File: config.mk
export PLATFORM = sky130hd
export DESIGN_NAME = uart_split_div
export DESIGN_NICKNAME = d
export VERILOG_FILES = /design/src/rtl/uart_split_pkg.sv /design/src/rtl/usd_fifo.sv /design/src/rtl/usd_bit_timer.sv /design/src/rtl/usd_tx.sv /design/src/rtl/usd_rx.sv /design/src/rtl/uart_split_div.sv
export SDC_FILE = /design/constraint.sdc
export NUM_CORES = 1
export LEC_CHECK = 0
export BUFFER_PORTS_ARGS = -buffer_cell sky130_fd_sc_hd__buf_2
export CAP_MARGIN = 10
export CORE_MARGIN = 2
export CORE_UTILIZATION = 50
export CTS_CLUSTER_SIZE = 28
export DETAILED_ROUTE_END_ITERATION = 10
export PLACE_DENSITY = 0.69
export RECOVER_POWER = 25
export SLEW_MARGIN = 20
export SYNTH_ARGS = -nofsm -noshare
export SYNTH_HDL_FRONTEND = slang
export SYNTH_SLANG_ARGS = --single-unit
File: constraint.sdc
create_clock -name clk -period 3.65 [get_ports clk]
set_clock_uncertainty 0.15 [all_clocks]
set_input_delay 0.365 -clock clk [delete_from_list [all_inputs] [get_ports clk]]
set_output_delay 0.365 -clock clk [all_outputs]
set_load 0.1 [all_outputs]
File: src/rtl/uart_split_pkg.sv
package uart_split_pkg;

   // register byte offsets on the 4-bit address
   localparam logic [3:0] OFS_DATA = 4'h0;
   localparam logic [3:0] OFS_STAT = 4'h4;
   localparam logic [3:0] OFS_DHI  = 4'h8;
   localparam logic [3:0] OFS_DLO  = 4'hC;

   // status bit positions
   localparam int ST_OVR = 0;
   localparam int ST_RXE = 4;
   localparam int ST_TXF = 5;

   // width of the lower divisor field
   localparam int LO_W = 6;

   typedef enum logic {
      TX_IDLE,
      TX_SEND
   } tx_state_e;

   typedef enum logic [1:0] {
      RX_IDLE,
      RX_START,
      RX_DATA,
      RX_STOP
   } rx_state_e;

endpackage

File: src/rtl/usd_fifo.sv
module usd_fifo #(
   parameter int WIDTH = 8,
   parameter int DEPTH = 32,
   localparam int PTR_W = (DEPTH > 1) ? $clog2(DEPTH) : 1,
   localparam int LVL_W = PTR_W + 1
) (
   input  logic             clk,
   input  logic             rst_n,
   input  logic             push,
   input  logic [WIDTH-1:0] wdata,
   input  logic             pop,
   output logic [WIDTH-1:0] rdata,
   output logic             empty,
   output logic             full,
   output logic [LVL_W-1:0] level
);

   if (DEPTH < 2) begin : g_bad_depth
      $error("usd_fifo: DEPTH must be at least 2");
   end

   logic [WIDTH-1:0] mem [DEPTH];
   logic [PTR_W-1:0] wr_ptr_q, rd_ptr_q, wr_nxt, rd_nxt;
   logic             do_push, do_pop;

   assign empty   = (level == '0);
   assign full    = (level == LVL_W'(DEPTH));
   assign do_push = push && !full;
   assign do_pop  = pop && !empty;
   assign rdata   = mem[rd_ptr_q];

   // pointer wrap: free-running for a power of two, compare otherwise
   if ((DEPTH & (DEPTH - 1)) == 0) begin : g_pow2
      assign wr_nxt = wr_ptr_q + 1'b1;
      assign rd_nxt = rd_ptr_q + 1'b1;
   end else begin : g_wrap
      assign wr_nxt = (wr_ptr_q == PTR_W'(DEPTH - 1)) ? '0 : wr_ptr_q + 1'b1;
      assign rd_nxt = (rd_ptr_q == PTR_W'(DEPTH - 1)) ? '0 : rd_ptr_q + 1'b1;
   end

   always_ff @(posedge clk) begin
      if (do_push) begin
         mem[wr_ptr_q] <= wdata;
      end
   end

   always_ff @(posedge clk or negedge rst_n) begin
      if (!rst_n) begin
         wr_ptr_q <= '0;
         rd_ptr_q <= '0;
         level    <= '0;
      end else begin
         if (do_push) begin
            wr_ptr_q <= wr_nxt;
         end
         if (do_pop) begin
            rd_ptr_q <= rd_nxt;
         end
         case ({do_push, do_pop})
            2'b10:   level <= level + 1'b1;
            2'b01:   level <= level - 1'b1;
            default: level <= level;
         endcase
      end
   end

endmodule

File: src/rtl/usd_bit_timer.sv
module usd_bit_timer #(
   parameter int CNT_W = 16
) (
   input  logic             clk,
   input  logic             rst_n,
   input  logic             restart,
   input  logic [CNT_W-1:0] target,
   output logic             expire
);

   logic [CNT_W-1:0] cnt_q;

   // expires on the target-th cycle after a restart edge
   assign expire = !restart && (cnt_q == target - 1'b1);

   always_ff @(posedge clk or negedge rst_n) begin
      if (!rst_n) begin
         cnt_q <= '0;
      end else if (restart || expire) begin
         cnt_q <= '0;
      end else begin
         cnt_q <= cnt_q + 1'b1;
      end
   end

endmodule

File: src/rtl/usd_tx.sv
module usd_tx
   import uart_split_pkg::*;
#(
   parameter int DIV_W = 16
) (
   input  logic             clk,
   input  logic             rst_n,
   input  logic [DIV_W-1:0] div,
   input  logic             fifo_empty,
   input  logic [7:0]       fifo_data,
   output logic             fifo_pop,
   output logic             txd,
   output logic             busy
);

   localparam int FRAME_W = 10;

   tx_state_e        st_q;
   logic [FRAME_W-1:0] shreg_q;
   logic [3:0]       bitn_q;
   logic [DIV_W-1:0] div_q;
   logic             load, expire;

   assign load     = (st_q == TX_IDLE) && !fifo_empty;
   assign fifo_pop = load;
   assign txd      = shreg_q[0];
   assign busy     = (st_q == TX_SEND);

   usd_bit_timer #(.CNT_W(DIV_W)) i_timer (
      .clk     (clk),
      .rst_n   (rst_n),
      .restart (load),
      .target  (div_q),
      .expire  (expire)
   );

   always_ff @(posedge clk or negedge rst_n) begin
      if (!rst_n) begin
         st_q    <= TX_IDLE;
         shreg_q <= '1;
         bitn_q  <= '0;
         div_q   <= DIV_W'(2);
      end else if (load) begin
         // stop, data LSB first, start in bit 0
         shreg_q <= {1'b1, fifo_data, 1'b0};
         bitn_q  <= '0;
         div_q   <= div;
         st_q    <= TX_SEND;
      end else if (busy && expire) begin
         shreg_q <= {1'b1, shreg_q[FRAME_W-1:1]};
         if (bitn_q == 4'(FRAME_W - 1)) begin
            st_q <= TX_IDLE;
         end else begin
            bitn_q <= bitn_q + 1'b1;
         end
      end
   end

endmodule

File: src/rtl/usd_rx.sv
module usd_rx
   import uart_split_pkg::*;
#(
   parameter int DIV_W = 16,
   parameter int SYNC  = 2
) (
   input  logic             clk,
   input  logic             rst_n,
   input  logic [DIV_W-1:0] div,
   input  logic             rxd,
   output logic             byte_valid,
   output logic [7:0]       byte_data
);

   if (SYNC < 1) begin : g_bad_sync
      $error("usd_rx: SYNC must be at least 1");
   end

   rx_state_e        st_q;
   logic             rx_s;
   logic [7:0]       shreg_q;
   logic [2:0]       bitn_q;
   logic [DIV_W-1:0] div_q, target;
   logic             restart, expire;

   // input synchroniser, one stage or a chain
   if (SYNC == 1) begin : g_sync1
      logic s_q;
      always_ff @(posedge clk or negedge rst_n) begin
         if (!rst_n) s_q <= 1'b1;
         else        s_q <= rxd;
      end
      assign rx_s = s_q;
   end else begin : g_syncn
      logic [SYNC-1:0] s_q;
      always_ff @(posedge clk or negedge rst_n) begin
         if (!rst_n) s_q <= '1;
         else        s_q <= {s_q[SYNC-2:0], rxd};
      end
      assign rx_s = s_q[SYNC-1];
   end

   assign restart   = (st_q == RX_IDLE) && !rx_s;
   assign target    = (st_q == RX_START) ? (div_q >> 1) : div_q;
   assign byte_data = shreg_q;

   usd_bit_timer #(.CNT_W(DIV_W)) i_timer (
      .clk     (clk),
      .rst_n   (rst_n),
      .restart (restart),
      .target  (target),
      .expire  (expire)
   );

   always_ff @(posedge clk or negedge rst_n) begin
      if (!rst_n) begin
         st_q       <= RX_IDLE;
         shreg_q    <= '0;
         bitn_q     <= '0;
         div_q      <= DIV_W'(2);
         byte_valid <= 1'b0;
      end else begin
         byte_valid <= (st_q == RX_STOP) && expire && rx_s;
         case (st_q)
            RX_IDLE: begin
               if (!rx_s) begin
                  div_q <= div;
                  st_q  <= RX_START;
               end
            end
            RX_START: begin
               if (expire) begin
                  // a pulse that is high again at mid-bit is noise
                  st_q   <= rx_s ? RX_IDLE : RX_DATA;
                  bitn_q <= '0;
               end
            end
            RX_DATA: begin
               if (expire) begin
                  shreg_q <= {rx_s, shreg_q[7:1]};
                  if (bitn_q == 3'd7) st_q <= RX_STOP;
                  else                bitn_q <= bitn_q + 1'b1;
               end
            end
            default: begin
               if (expire) begin
                  st_q <= RX_IDLE;
               end
            end
         endcase
      end
   end

endmodule

File: src/rtl/uart_split_div.sv
module uart_split_div
   import uart_split_pkg::*;
#(
   parameter int BUS_W       = 32,
   parameter int DIV_W       = 16,
   parameter int DEPTH       = 32,
   parameter int SYNC        = 2,
   parameter int DEFAULT_DIV = 833,
   localparam int HI_W  = DIV_W - LO_W,
   localparam int LVL_W = $clog2(DEPTH) + 1
) (
   input  logic             clk,
   input  logic             rst_n,
   input  logic [3:0]       reg_addr,
   input  logic             reg_wen,
   input  logic             reg_ren,
   input  logic [BUS_W-1:0] reg_wdata,
   output logic [BUS_W-1:0] reg_rdata,
   output logic             txd,
   input  logic             rxd
);

   if (DIV_W <= LO_W) begin : g_bad_divw
      $error("uart_split_div: DIV_W must exceed the lower field width");
   end
   if (BUS_W < HI_W || BUS_W < 8) begin : g_bad_busw
      $error("uart_split_div: BUS_W too narrow for the register fields");
   end
   if (DEFAULT_DIV < 2 || DEFAULT_DIV >= (1 << DIV_W)) begin : g_bad_div
      $error("uart_split_div: DEFAULT_DIV out of range");
   end

   logic [HI_W-1:0]  div_hi_q;
   logic [LO_W-1:0]  div_lo_q;
   logic [DIV_W-1:0] div_raw, div_eff;
   logic             ovr_q;

   logic             wr_data, rd_data;
   logic             tx_empty, tx_full, tx_pop, tx_busy;
   logic [7:0]       tx_head;
   logic [LVL_W-1:0] tx_level;
   logic             rx_empty, rx_full, rx_valid;
   logic [7:0]       rx_head, rx_byte;
   logic [LVL_W-1:0] rx_level;
   logic             unused_wdata;

   assign unused_wdata = ^reg_wdata;

   assign wr_data = reg_wen && (reg_addr == OFS_DATA);
   assign rd_data = reg_ren && (reg_addr == OFS_DATA);

   // divisor: upper part then lower six bits; below two is forced to two
   assign div_raw = {div_hi_q, div_lo_q};
   assign div_eff = (div_raw < DIV_W'(2)) ? DIV_W'(2) : div_raw;

   always_ff @(posedge clk or negedge rst_n) begin
      if (!rst_n) begin
         div_hi_q <= HI_W'(DEFAULT_DIV >> LO_W);
         div_lo_q <= LO_W'(DEFAULT_DIV % (1 << LO_W));
         ovr_q    <= 1'b0;
      end else begin
         if (reg_wen && reg_addr == OFS_DHI) div_hi_q <= reg_wdata[HI_W-1:0];
         if (reg_wen && reg_addr == OFS_DLO) div_lo_q <= reg_wdata[LO_W-1:0];
         if (rx_valid && rx_full)            ovr_q    <= 1'b1;
      end
   end

   usd_fifo #(.WIDTH(8), .DEPTH(DEPTH)) i_tx_fifo (
      .clk   (clk),
      .rst_n (rst_n),
      .push  (wr_data),
      .wdata (reg_wdata[7:0]),
      .pop   (tx_pop),
      .rdata (tx_head),
      .empty (tx_empty),
      .full  (tx_full),
      .level (tx_level)
   );

   usd_tx #(.DIV_W(DIV_W)) i_tx (
      .clk        (clk),
      .rst_n      (rst_n),
      .div        (div_eff),
      .fifo_empty (tx_empty),
      .fifo_data  (tx_head),
      .fifo_pop   (tx_pop),
      .txd        (txd),
      .busy       (tx_busy)
   );

   usd_rx #(.DIV_W(DIV_W), .SYNC(SYNC)) i_rx (
      .clk        (clk),
      .rst_n      (rst_n),
      .div        (div_eff),
      .rxd        (rxd),
      .byte_valid (rx_valid),
      .byte_data  (rx_byte)
   );

   usd_fifo #(.WIDTH(8), .DEPTH(DEPTH)) i_rx_fifo (
      .clk   (clk),
      .rst_n (rst_n),
      .push  (rx_valid),
      .wdata (rx_byte),
      .pop   (rd_data),
      .rdata (rx_head),
      .empty (rx_empty),
      .full  (rx_full),
      .level (rx_level)
   );

   always_comb begin
      reg_rdata = '0;
      case (reg_addr)
         OFS_DATA: reg_rdata = rx_empty ? '0 : BUS_W'(rx_head);
         OFS_STAT: begin
            reg_rdata[ST_OVR] = ovr_q;
            reg_rdata[ST_RXE] = rx_empty;
            reg_rdata[ST_TXF] = tx_full;
         end
         OFS_DHI:  reg_rdata = BUS_W'(div_hi_q);
         OFS_DLO:  reg_rdata = BUS_W'(div_lo_q);
         default:  reg_rdata = '0;
      endcase
   end

endmodule

==> summary.md <==
| Metric | Value |
|---|---|
| Final period util | 99.79% |
| Die Area | 57,740 um2 |
| Via/cell ratio | 5.726 |
| Reg2reg path depth | 11 |
| Vias in the first global route | 14,970 |
| Worst reg2reg startpoint | i_rx.div_q[3]$_DFFE_PN0P_ |
| Slew headroom | -13.60% |
| Critical path required time | 3.13 ns |
| ANT nets after route | 0 |
| Post-synth top area share | 55.07% |
| Clk root buf | clkbuf_16 |
| Nets | 1,851 |
| Largest net degree at the start of global routing | 61 |
| DRC Markers | 0 |
| Drt total wl | 58,300 um |
| Worst-path clk slew | 0.06 ns |
| MaxCap Viol Count | 8 |
| Initial antenna violation count | 0 |
| Setup ws final | 0.007640 ns |
| HP Class | primary input to register |
| Seq/Total Area, Yosys | 67.96% |
| Crit path launch type | register |
| Chip height | 240.3 um |
| DRT iter0 DRCs | 1,224 |
| Final hold vios | 0 |
| Gr usage total | 20.94% |
| Synth top area cells | edfxtp_1, mux4_2, dfrtp_1, mux2_2, nor2_1 |
| Setup CP Type | register to primary output |
| I/O pins | 74 |
| Post-synth top cells | edfxtp_1, mux4_2, nor2_1 |
| Chip width | 240.3 um |
| Placed Cells incl. Taps | 2,444 |
| Setup TNS | 0 ns |
| H-tree depth | 3 |
| Place WS | 0.1569 ns |
| Final slew viol count | 301 |
| Dpl hpwl | 36,800 um |
| CTS tree | built |
| Longest Clk Path Bufs | 3 |
| Post-synth top area cell | edfxtp_1 |
| Hold Path Depth | 3 |
| Worst skew pair latency | 0.62 ns |
| Worst path arrival time | 3.13 ns |
| Placer congestion estimate | 0.8136 |
| DR pass1 iterations | 5 |
| Final Setup Violations | 0 |
| First-pass GRT wire length | 90,010 um |
| Peak supply drop | 386.6 uV |
| Failing checks | max-capacitance violations, max-slew violations |
| CTS buffer count | 68 |
| Hold path endpoint | div_lo_q[3]$_DFFE_PN0P_ |
| R2r endpoint | i_rx.byte_data[7]$_DFFE_PN0P_ |
| F_max | 0.2745 GHz |
| Post-synth ARST share | 21.83% |
| RSZ-0062 raised after global routing | yes |
| Worst setup EP type | primary output |
| #FFs+latches synth | 655 |
| Synth-to-Final Area Change | 14.28% |
| Number of diodes | 0 |
| Overflow after GRT | 0 |
| PortBufs | 29 |
| Status | complete, but fails checks |
| Cells after Synth | 1,660 |
| Core Box Area | 55,200 um2 |
| Actual slew at the worst max-slew pin | 1.704 ns |
| Rows | 86 |
| R2r setup slk | 0.26 ns |
| CTS Sinks | 655 |
| Ys Warns | 0 |
| Via count | 14,790 |
| Top_reg_cell synth | edfxtp_1 |
| Share of cells above drive strength 1 | 26.77% |
| Worst hold start | reg_wen |
| LEAKAGE | 11.19 nW |
| Crit path max fanout | 8 |
| Post-synth cell types | 71 |
| PD cells | 663.5 nW/um2 |
| Most frequent cell after synthesis | edfxtp_1 |
| Syn_area_per_cell | 16.82 um2 |
| Initial Util | 50.58% |
| Power, Total | 21.17 mW |
| Final min period | 3.642 ns |
| Synthesized area | 27,920 um2 |
| Non-filler cells, final | 2,582 |
| Drt wl/cell | 22.58 um |
| Post-synth EDFFs | 512 |
[area by class of cell]
cell class / count / area [um2]
fillers: 4106 / 23290
flip-flops and latches: 655 / 18990
multi-input cells: 905 / 8601
clock buffers: 86 / 1810
repair buffers: 124 / 1109
well taps: 748 / 935.9
clock inverters: 38 / 362.8
inverters: 26 / 97.59
[cells by family (layout without fill, tap and decap cells)]
kind of cell	count (synthesis)	after routing	synth area share [%]
buffers and inverters	121	274	2.003
other	1	22	0.01343
adder cells (fa/ha/maj)	30	30	1.398
AND/OR/NAND/NOR	393	393	6.579
AO/OA/AOI/OAI	116	116	2.761
flip-flops	655	655	67.96
XOR/XNOR	100	100	3.137
multiplexers	244	244	16.15
[repair_timing]
action | in CTS | in global routing
hold endpoints to repair | 58 | 0
hold buffers | 4 | 0
pin swaps | 1 | 3
setup endpoints to repair | 8 | 30
gates cloned | 1 | 0
resized for setup | 37 | 8
buffers inserted | 6 | 3
[placed cells by master (no fill, tap or decap), types with 15 or more instances in the layout]
cell type,instances
mux2_2,51
nor2_1,146
and3_1,15
conb_1,22
clkbuf_16,69
nand3_1,25
xor2_1,41
ha_1,27
dfrtp_1,117
clkbuf_1,23
buf_4,75
mux2i_1,27
inv_1,26
clkinv_2,17
o21ai_0,32
dfstp_2,16
edfxtp_1,512
xnor2_1,59
a21oi_1,24
nand2_1,122
mux4_2,160
[how the worst max path moves through the flow]
| stage | slack (ns) | cells after the start | from | endpoint |
|---|---|---|---|---|
| after detailed placement | 0.16 | 11 | i_rx.st_q[1]$_DFFE_PN0P_ | i_rx.byte_data[3]$_DFFE_PN0P_ |
| after floorplan | 0.05 | 5 | i_rx_fifo.rd_ptr_q[3]$_DFFE_PN0P_ | reg_rdata[4] |
| final | 0.008 | 7 | i_rx_fifo.rd_ptr_q[0]$_DFFE_PN0P_ | reg_rdata[0] |
| after CTS | -0.02 | 7 | i_rx_fifo.rd_ptr_q[0]$_DFFE_PN0P_ | reg_rdata[3] |
| after global placement | 0.19 | 11 | i_rx.st_q[1]$_DFFE_PN0P_ | i_rx.byte_data[2]$_DFFE_PN0P_ |
| after global routing | -0.04 | 7 | i_rx_fifo.rd_ptr_q[0]$_DFFE_PN0P_ | reg_rdata[0] |
[critical path, cell delays in order (launching register included)]
cell and delay, ns:
dfrtp_4 0.47, buf_12 0.14, buf_12 0.13, mux4_2 0.52, mux4_2 0.57, mux2i_2 0.22
o221ai_2 0.21, buf_12 0.22
[through the flow]
step           hold slack [ns]  instance area (um2)  utilization (%)
2_1_floorplan         -0.08059                28020                -
3_3_place_gp            0.2216                29390            53.24
3_5_place_dp            0.2215                29390            53.24
4_1_cts                 0.1414                31830            57.66
5_1_grt                 0.2341                31910            57.80
6_report                0.2194                31910            57.80
[state kept, by name, indices dropped and copies added (netlist names), 5 cells and up]
signal              flops
div_hi_q               10
div_lo_q                6
i_rx.byte_data          8
i_rx.div_q             16
i_rx.i_timer.cnt_q     16
i_rx_fifo.level         6
i_rx_fifo.mem         256
i_rx_fifo.rd_ptr_q      5
i_rx_fifo.wr_ptr_q      5
i_tx.div_q             16
i_tx.i_timer.cnt_q     16
i_tx.shreg_q            9
i_tx_fifo.level         6
i_tx_fifo.mem         256
i_tx_fifo.rd_ptr_q      5
i_tx_fifo.wr_ptr_q      5
[layer usage]
layer  up-vias  GRT usage, %  share of wire, %
met5         -             0                 0
met4         0         6.230               2.2
met2       453         32.60                48
li1       6596             -                 -
met1      7653         30.34                44
met3        83         3.938               6.3
[report_power, final]
part	switching [mW]	internal (mW)
clock network	2.89	3.85
registers	0.641	8.43
logic	2.68	2.68
Note: power is estimated with default switching activity, not from simulation.
